--- src/rtl/pe_pkg.sv ---
package pe_pkg;
  typedef enum logic [1:0] {
    FMT_COS   = 2'b00,
    FMT_HART  = 2'b01,
    FMT_SINE  = 2'b10,
    FMT_SPARE = 2'b11
  } vec_fmt_e;
endpackage

--- src/rtl/pe_rotator.sv ---
module pe_rotator #(
  parameter int RW   = 14,
  parameter int ITER = 12
) (
  input  logic                 clk,
  input  logic                 rst_n,
  input  logic                 start,
  input  logic signed [RW-1:0] x_in,
  input  logic signed [RW-1:0] y_in,
  input  logic [ITER-1:0]      dir_in,
  output logic                 busy,
  output logic                 last,
  output logic signed [RW-1:0] x_next,
  output logic signed [RW-1:0] y_next
);
  localparam int IW = (ITER > 1) ? $clog2(ITER) : 1;

  logic signed [RW-1:0] x_q, y_q, x_d, y_d, xs, ys;
  logic [ITER-1:0]      dir_q, dir_d;
  logic [IW-1:0]        cnt_q, cnt_d;
  logic                 busy_q, busy_d, en;

  // one micro-step using the current step index as the shift
  always_comb begin
    xs = x_q >>> cnt_q;
    ys = y_q >>> cnt_q;
    if (dir_q[cnt_q]) begin
      x_next = x_q + ys;
      y_next = y_q - xs;
    end else begin
      x_next = x_q - ys;
      y_next = y_q + xs;
    end
  end

  assign last = busy_q && (cnt_q == IW'(ITER - 1));
  assign busy = busy_q;
  assign en   = start || busy_q;

  always_comb begin
    x_d    = x_q;
    y_d    = y_q;
    dir_d  = dir_q;
    cnt_d  = cnt_q;
    busy_d = busy_q;
    if (busy_q) begin
      x_d = x_next;
      y_d = y_next;
      if (last) begin
        cnt_d  = '0;
        busy_d = 1'b0;
      end else begin
        cnt_d = cnt_q + IW'(1);
      end
    end else if (start) begin
      x_d    = x_in;
      y_d    = y_in;
      dir_d  = dir_in;
      cnt_d  = '0;
      busy_d = 1'b1;
    end
  end

  always_ff @(posedge clk or negedge rst_n) begin
    if (!rst_n) begin
      x_q    <= '0;
      y_q    <= '0;
      dir_q  <= '0;
      cnt_q  <= '0;
      busy_q <= 1'b0;
    end else if (en) begin
      x_q    <= x_d;
      y_q    <= y_d;
      dir_q  <= dir_d;
      cnt_q  <= cnt_d;
      busy_q <= busy_d;
    end
  end
endmodule

--- src/rtl/pe_dual_accum.sv ---
module pe_dual_accum #(
  parameter int RW = 14,
  parameter int AW = 17
) (
  input  logic                 clk,
  input  logic                 rst_n,
  input  logic                 acc_en,
  input  logic                 restart,
  input  logic                 alt_mode,
  input  logic                 odd,
  input  logic signed [RW-1:0] rx,
  input  logic signed [RW-1:0] ry,
  output logic signed [AW-1:0] sum1,
  output logic signed [AW-1:0] sum2
);
  logic signed [AW-1:0] acc1_q, acc2_q, rx_e, ry_e, base1, base2, term2;

  assign rx_e = {{(AW-RW){rx[RW-1]}}, rx};
  assign ry_e = {{(AW-RW){ry[RW-1]}}, ry};

  always_comb begin
    base1 = restart ? '0 : acc1_q;
    base2 = restart ? '0 : acc2_q;
    if (alt_mode) term2 = odd ? -rx_e : rx_e;
    else          term2 = ry_e;
    sum1 = base1 + rx_e;
    sum2 = base2 + term2;
  end

  always_ff @(posedge clk or negedge rst_n) begin
    if (!rst_n) begin
      acc1_q <= '0;
      acc2_q <= '0;
    end else if (acc_en) begin
      acc1_q <= sum1;
      acc2_q <= sum2;
    end
  end
endmodule

--- src/rtl/pe_result_buf.sv ---
module pe_result_buf #(
  parameter int AW = 17
) (
  input  logic                 clk,
  input  logic                 rst_n,
  input  logic                 load,
  input  logic signed [AW-1:0] d1,
  input  logic signed [AW-1:0] d2,
  output logic signed [AW-1:0] q1,
  output logic signed [AW-1:0] q2,
  output logic                 vld
);
  always_ff @(posedge clk or negedge rst_n) begin
    if (!rst_n) begin
      q1 <= '0;
      q2 <= '0;
    end else if (load) begin
      q1 <= d1;
      q2 <= d2;
    end
  end

  always_ff @(posedge clk or negedge rst_n) begin
    if (!rst_n) vld <= 1'b0;
    else        vld <= load;
  end
endmodule

--- src/rtl/cordic_dual_acc_pe.sv ---
module cordic_dual_acc_pe
  import pe_pkg::*;
#(
  parameter int  DW   = 12,
  parameter int  NPTS = 8,
  parameter int  ITER = 12,
  localparam int RW   = DW + 2,
  localparam int CW   = (NPTS > 1) ? $clog2(NPTS) : 1,
  localparam int AW   = RW + CW
) (
  input  logic                 clk,
  input  logic                 rst_n,
  input  logic                 cfg_alt,
  input  logic [1:0]           cfg_fmt,
  input  logic                 in_valid,
  output logic                 in_ready,
  input  logic signed [DW-1:0] in_data,
  input  logic [ITER-1:0]      in_dir,
  input  logic                 in_odd,
  output logic                 res_valid,
  output logic signed [AW-1:0] res_fwd,
  output logic signed [AW-1:0] res_mir
);
  // reset asserted asynchronously, released on a clock edge
  logic rst_meta, rst_sync;
  always_ff @(posedge clk or negedge rst_n) begin
    if (!rst_n) begin
      rst_meta <= 1'b0;
      rst_sync <= 1'b0;
    end else begin
      rst_meta <= 1'b1;
      rst_sync <= rst_meta;
    end
  end

  logic                 busy, rot_last, accept, blk_first, blk_last;
  logic signed [RW-1:0] vx, vy, rx, ry, ext;
  logic signed [AW-1:0] sum1, sum2;
  vec_fmt_e             fmt_q, fmt_d, eff_fmt;
  logic                 mode_q, mode_d, odd_q, odd_d;
  logic [CW-1:0]        rcnt_q, rcnt_d;

  assign in_ready  = !busy;
  assign accept    = in_valid && in_ready;
  assign blk_first = (rcnt_q == '0);
  assign blk_last  = (rcnt_q == CW'(NPTS - 1));
  assign eff_fmt   = blk_first ? vec_fmt_e'(cfg_fmt) : fmt_q;
  assign ext       = {{(RW-DW){in_data[DW-1]}}, in_data};

  always_comb begin
    case (eff_fmt)
      FMT_HART: begin vx = ext; vy = ext; end
      FMT_SINE: begin vx = '0;  vy = ext; end
      default:  begin vx = ext; vy = '0;  end
    endcase
  end

  // block sequencing: per-block config capture and rotation count
  always_comb begin
    fmt_d  = fmt_q;
    mode_d = mode_q;
    odd_d  = odd_q;
    rcnt_d = rcnt_q;
    if (accept) begin
      odd_d = in_odd;
      if (blk_first) begin
        fmt_d  = vec_fmt_e'(cfg_fmt);
        mode_d = cfg_alt;
      end
    end
    if (rot_last) rcnt_d = blk_last ? '0 : rcnt_q + CW'(1);
  end

  always_ff @(posedge clk or negedge rst_sync) begin
    if (!rst_sync) begin
      fmt_q  <= FMT_COS;
      mode_q <= 1'b0;
      odd_q  <= 1'b0;
    end else if (accept) begin
      fmt_q  <= fmt_d;
      mode_q <= mode_d;
      odd_q  <= odd_d;
    end
  end

  always_ff @(posedge clk or negedge rst_sync) begin
    if (!rst_sync)     rcnt_q <= '0;
    else if (rot_last) rcnt_q <= rcnt_d;
  end

  pe_rotator #(.RW(RW), .ITER(ITER)) u_rot (
    .clk    (clk),
    .rst_n  (rst_sync),
    .start  (accept),
    .x_in   (vx),
    .y_in   (vy),
    .dir_in (in_dir),
    .busy   (busy),
    .last   (rot_last),
    .x_next (rx),
    .y_next (ry)
  );

  pe_dual_accum #(.RW(RW), .AW(AW)) u_acc (
    .clk      (clk),
    .rst_n    (rst_sync),
    .acc_en   (rot_last),
    .restart  (blk_first),
    .alt_mode (mode_q),
    .odd      (odd_q),
    .rx       (rx),
    .ry       (ry),
    .sum1     (sum1),
    .sum2     (sum2)
  );

  pe_result_buf #(.AW(AW)) u_res (
    .clk   (clk),
    .rst_n (rst_sync),
    .load  (rot_last && blk_last),
    .d1    (sum1),
    .d2    (sum2),
    .q1    (res_fwd),
    .q2    (res_mir),
    .vld   (res_valid)
  );
endmodule

--- config.mk ---
export PLATFORM = sky130hd
export DESIGN_NAME = cordic_dual_acc_pe
export DESIGN_NICKNAME = d
export VERILOG_FILES = /design/src/rtl/pe_pkg.sv /design/src/rtl/pe_rotator.sv /design/src/rtl/pe_dual_accum.sv /design/src/rtl/pe_result_buf.sv /design/src/rtl/cordic_dual_acc_pe.sv
export SDC_FILE = /design/constraint.sdc
export NUM_CORES = 1
export LEC_CHECK = 0
export BUFFER_PORTS_ARGS = -buffer_cell sky130_fd_sc_hd__buf_2
export CELL_PAD_IN_SITES_DETAIL_PLACEMENT = 0
export CELL_PAD_IN_SITES_GLOBAL_PLACEMENT = 1
export CORE_MARGIN = 10
export CORE_UTILIZATION = 48
export DETAILED_ROUTE_END_ITERATION = 10
export PLACE_DENSITY = 0.86
export SLEW_MARGIN = 40
export SYNTH_ARGS = -nofsm -noshare
export SYNTH_HDL_FRONTEND = slang
export SYNTH_SLANG_ARGS = --single-unit
--- constraint.sdc ---
create_clock -name clk -period 4.8 [get_ports clk]
set_input_delay 0.48 -clock clk [delete_from_list [all_inputs] [get_ports clk]]
set_output_delay 0.48 -clock clk [all_outputs]
set_load 0.1 [all_outputs]
After elaboration in Yosys (flattened, before gate mapping) --
Cells that the tools add are included. Widths: inputs -> output; s select.
Storage, ports and cells: register bits after elaboration 123, input port bits 31, output and inout port bits 36, logic and storage cells 66
Cells by class: $add $sub $neg 9, order comparisons 1, eq/ne operators 4, shift-type cells 2, mux-type cells 22, bitwise logic cells 1, reductions and logical operators 11
Operators with widths (count):
- $mux 14 | 8
- $mux 17 | 4
- $add 14x14->14 | 2
- $sshr 14x4->14 | 2
- $sub 14x14->14 | 2
- $add 17x14->17 | 1
- $add 17x17->17 | 1
- $neg 14->17 | 1
- $mux 4 | 3
- $lt 4x5->1 const B | 1
- $add 4x1->4 const B | 1
- $bmux 1 s4 | 1
- $eq 4x4->1 const B | 1
- $mux 1 | 4
- $reduce_and 2->1 | 2
- $add 3x1->3 const B | 1
- $eq 3x3->1 const B | 1
- $logic_and 1x1->1 | 3
- $logic_not 3->1 | 1
- $mux 3 | 1
- $reduce_and 3->1 | 1
- $eq 2x1->1 const B | 1
- $eq 2x2->1 const B | 1
- $mux 2 | 1
- other kinds (5) | 5

Longest topological paths before layout --
depth after elaboration 7, depth in mapped cells 33, gate-level depth less buffers 29

Modules after synthesis --
A second synthesis with hierarchy kept.
Second synthesis, totals: cell total of the unflattened synthesis 1104, area total of the unflattened synthesis 10850.4 um^2
By module, submodules not included:
- pe_rotator | instances 1, cells each 561, area an instance 5257.5 um^2, sequential area each 1126.1 um^2
- pe_dual_accum | instances 1, cells each 412, area an instance 3563.4 um^2, sequential area each 850.8 um^2
- pe_result_buf | instances 1, cells each 73, area an instance 1442.6 um^2, sequential area each 875.8 um^2
- cordic_dual_acc_pe | instances 1, cells each 58, area an instance 586.8 um^2, sequential area each 225.2 um^2

Least setup slack after synthesis --
Ideal clock, no wire load.
path type reg-to-reg, start reg u_rot.cnt_q[0], end reg u_res.q2[16], library setup time 76 ps, arrival 7023 ps, required time 4724 ps, setup slack -2300 ps, cell stages (with the launch flop) 33, path buffers 6, period minus slack after synthesis 7100 ps, cell sequence dfrtp_1 -> buf_6 -> buf_4 -> buf_2 -> buf_2 -> mux4_2 -> a22oi_1 -> nand2_1 -> clkbuf_1 -> clkbuf_1 -> nor2_1 -> xnor2_1 -> ha_1 -> and3_1 -> a22oi_1 -> nor2b_1 -> xnor2_1 -> or4_1 -> or3_1 -> o31ai_1 -> xnor2_1 -> nand2_1 -> o21ai_0 -> ha_1 -> or2_2 -> a21oi_1 -> a31oi_1 -> a21o_1 -> a21oi_1 -> o21bai_1 -> a21oi_1 -> xnor3_1 -> o21ai_1
Between the ends: cells in the longest elaborated chain, start to end 7, elaborated cells on any way between the ends 17, those cells by class add/sub (6); eq/ne (1); shift (2); mux (6); reduce/logical (2)
Ends and longest elaborated chain:
- start, declared | RTL line pe_rotator.sv:20 | logic [IW-1:0] cnt_q, cnt_d;
- start signal, assigned | RTL line pe_rotator.sv:75 | cnt_q <= cnt_d;
- $sshr 14x4->14 / $bmux 1 s4 (equally long branches) | RTL line pe_rotator.sv:26, pe_rotator.sv:27
- $sub 14x14->14, or another cell as far along | RTL line pe_rotator.sv:31 | x_next = x_q - ys;
- $mux 14 | RTL line pe_rotator.sv:27 | if (dir_q[cnt_q]) begin
- $neg 14->17 | RTL line pe_dual_accum.sv:24 | if (alt_mode) term2 = odd ? -rx_e : rx_e;
- $mux 17 (2 in series) | RTL line pe_dual_accum.sv:24
- $add 17x17->17 | RTL line pe_dual_accum.sv:27 | sum2 = base2 + term2;
- end signal, assigned | RTL line pe_result_buf.sv:16 | q2 <= '0;
- end signal, assigned | RTL line pe_result_buf.sv:19 | q2 <= d2;
- end, declared | RTL line pe_result_buf.sv:10 | output logic signed [AW-1:0] q2,
Several ways; a longest one is shown, not always the timed one. The select of a mux whose other input is x is not followed. A chain may end at the register's enable or synchronous reset.

Final worst setup path --
start reg u_rot.cnt_q[0], end reg u_acc.acc2_q[16]
Between the ends: cells in the longest elaborated chain, start to end 7, elaborated cells on any way between the ends 16, those cells by class add/sub (6); eq/ne (1); shift (2); mux (6); reduce/logical (1)
Ends and longest elaborated chain:
- $sshr 14x4->14 / $bmux 1 s4 (equally long branches) | RTL line pe_rotator.sv:26, pe_rotator.sv:27
- $sub 14x14->14, or another cell as far along | RTL line pe_rotator.sv:31
- $mux 14 | RTL line pe_rotator.sv:27
- $neg 14->17 | RTL line pe_dual_accum.sv:24
- $mux 17 (2 in series) | RTL line pe_dual_accum.sv:24
- $add 17x17->17 | RTL line pe_dual_accum.sv:27
- end signal, assigned | RTL line pe_dual_accum.sv:36 | acc2_q <= sum2;
- end, declared | RTL line pe_dual_accum.sv:16 | logic signed [AW-1:0] acc1_q, acc2_q, rx_e, ry_e, base1, base2, term2;
Several ways; a longest one is shown, not always the timed one. The select of a mux whose other input is x is not followed.

==> flow_summary.yaml <==
run_status:
  status: "finished, violations left"
  violations: "negative setup slack"
finish:
  final_cell_mix: "buf_4 (328), nand2_1 (141), dfrtp_1 (121)"
  area_growth_pct: 47.4
  utilization_pct: 72.6
  nets: 1607
  antenna_cells: 0
  instances_no_fill: 1787
  mostFrequentLayoutCell: "buf_4"
  drive_above_1_share_pct: 43.6
route:
  drt-initial-drc-count: 863
  wl_um: 36100
  wire_per_inst_um: 20.2
  dr_total_vias: 10600
  ant_nets: 0
  drc: 0
  first_pass_iters: 6
  via_per_inst: 5.95
die:
  fp.dieW_um: 165
  rows: 52
  num_io_pins: 67
  core_area_mm2: 0.0204
  die_area_mm2: 0.0271
  initial_utilization_pct: 49.2
  die_h_um: 165
timing:
  setup_viol: 44
  finalCritPeriodShare_pct: 134
  relSlewSlack_pct: 48.0
  timing.fmax_ghz: 0.156
  finalWorstSetupSlack_ns: -1.62
  clock-skew-final_ns: 0.0173
  drv_slew: 0
  tightest_slew_ns: 0.777
  rsz0062_at_grt: "true"
  tns_ns: -40.44
  hold_viol: 0
  min_period_ns: 6.42
yosys:
  synth_nets: 1237
  ys_seq_elements: 123
  yosys.area_share.simple_pct: 17.5
  async_flop_share_pct: 100
  netlist.area_leader.share_pct: 30.7
  synth_compound_area_share_pct: 19.6
  synthMuxAreaShare_pct: 11.1
  synth_area_leaders: "dfrtp_1 (31%), ha_1 (8.4%), mux4_2 (6.3%)"
  ys_types: 76
  synth_fa_ha_area_share_pct: 9.26
  synth_ff_type: "dfrtp_1"
  syn-instance-count: 1135
  synth-edff-count: 0
  synth_top_family_by_area: "compound AO/OA/AOI/OAI gates"
  seq_area_frac_synth_pct: 30.7
  synth_area_mm2: 0.0100
  ys.warnings.count: 0
  synth_xor_area_share_pct: 7.71
  synth_top_area_cell: "dfrtp_1"
  synth_area_per_cell_um2: 8.83
clock_tree:
  numCtsBuffers: 17
  clock-sinks: 123
  cts_tree: "done"
  clkLatencyLatePin_ns: 0.43
  clk_pin_slew_ns: 0.07
  clockBufferDepth: 2
  ctsHtreeMaxLevel: 4
  cts_root_buf: "clkbuf_16"
setup_path:
  slowest_stage: "mux4_2"
  path_common_cell: "buf_6"
  worstPathArrival_ns: 6.77
  reg2reg_depth: 29
  path_class: "register to register"
  critPathRequiredTime_ns: 5.15
  crit_path_end_kind: "register"
  critPathLaunchType: "register"
  cp_max_fo: 6
  slowest_delay_ns: 0.54
place:
  numPortBuffers: 66
  hpwl_um: 24900
  place_inst: 1717
  post-place-ws_ns: -1.48
  globalplace.congestion: 0.969
global_route:
  grt_first_pass_wirelength_um: 53700
  grt_pass1_vias: 10400
  antenna_found_initial: 0
  gr-total-overflow: 0
  gr-usage-all-layers_pct: 24.7
  grt_max_degree: 61
flow_run:
  cap_violations: 0
worst_hold_path:
  hold_class: "register to asynchronous set/reset pin"
through the flow:
stage               instance area [um^2]  hold slack (ns)
global route                       14800            0.120
detailed placement                 13000            0.116
finish                             14800            0.106
global placement                   13000            0.265
CTS                                14100            0.111
floorplan                          10300            0.184
area by class of cell:
class                      count  area (um^2)
clock inverter                13          169
inverter                      41          154
timing repair buffer         413         3050
sequential                   123         3080
fill                        1388         5590
clock buffer                  18          439
multi-input combinational    909         7540
tap                          270          338
final timing paths:
kind,slack (ns),endpoint,startpoint
min in group clk,0.28,odd_q$_DFFE_PN0P_,in_odd
min,0.11,rcnt_q[0]$_DFFE_PN0P_,rst_sync$_DFF_PN0_
min reg2reg,0.11,rcnt_q[0]$_DFFE_PN0P_,rst_sync$_DFF_PN0_
max reg2reg,-1.62,u_acc.acc2_q[16]$_DFFE_PN0P_,u_rot.cnt_q[0]$_DFFE_PN0P_
max in group asynchronous,3.67,u_acc.acc2_q[6]$_DFFE_PN0P_,rst_sync$_DFF_PN0_
max,-1.62,u_acc.acc2_q[16]$_DFFE_PN0P_,u_rot.cnt_q[0]$_DFFE_PN0P_
flip-flops by register name, summed over array words and instances (netlist names), 3 cells and up:
signal	cells
u_acc.acc1_q	17
u_acc.acc2_q	17
u_res.q1	17
u_res.q2	17
u_rot.x_q	14
u_rot.y_q	14
u_rot.dir_q	12
u_rot.cnt_q	4
rcnt_q	3
Yosys cell counts (all sizes together) (5+ instances only):
| cell | number |
|---|---|
| nand2 | 144 |
| dfrtp | 123 |
| o21ai | 113 |
| a21oi | 70 |
| ha | 67 |
| nor2 | 59 |
| clkbuf | 48 |
| xnor2 | 44 |
| inv | 41 |
| xor2 | 40 |
| and2 | 39 |
| mux4 | 29 |
| mux2 | 27 |
| nor2b | 24 |
| nor3 | 23 |
| a31oi | 22 |
| nand3 | 18 |
| a311oi | 17 |
| mux2i | 15 |
| a21o | 14 |
| buf | 14 |
| a211oi | 11 |
| nand2b | 9 |
| or2 | 9 |
| and3 | 8 |
| o21bai | 7 |
| nor3b | 6 |
| nor4 | 6 |
| o21a | 6 |
| o31ai | 6 |
| nand4 | 5 |
| o41ai | 5 |
| or3 | 5 |
cells by family (layout without fill, tap and decap cells):
logic type,after synthesis,count (layout)
fa+ha+maj,72,72
compound gates,316,316
simple gates,364,364
buf+inv,103,485
flops,123,123
mux,71,71
other cells,1,1
xor+xnor,85,85
per-layer routing:
layer	global-route usage, %	up-vias	wire length [um]
li1	-	4844	-
met1	29.9	5089	13900
met2	41.7	535	17700
met3	4.90	160	2540
met4	11.2	0	1960
met5	0	-	0
critical path: cells and delay by family (launching register included):
family | cells | cell delay, ns
XOR/XNOR | 2 | 0.43
AO/OA/AOI/OAI | 14 | 2.53
buffers and inverters | 4 | 0.50
AND/OR/NAND/NOR | 4 | 0.64
flip-flops | 1 | 0.44
multiplexers | 3 | 1.19
adder cells (fa/ha/maj) | 2 | 0.60
repair_timing:
item	in CTS	in global routing
setup endpoints to repair	51	58
endpoints found under the hold margin	2	0
hold buffers	1	0
pin swaps	27	77
buffers inserted	21	17
resized for setup	90	109
Power is left out: the tool's default activity adds up to more than one toggle a clock period on the data nets, which glitch-free logic cannot reach.
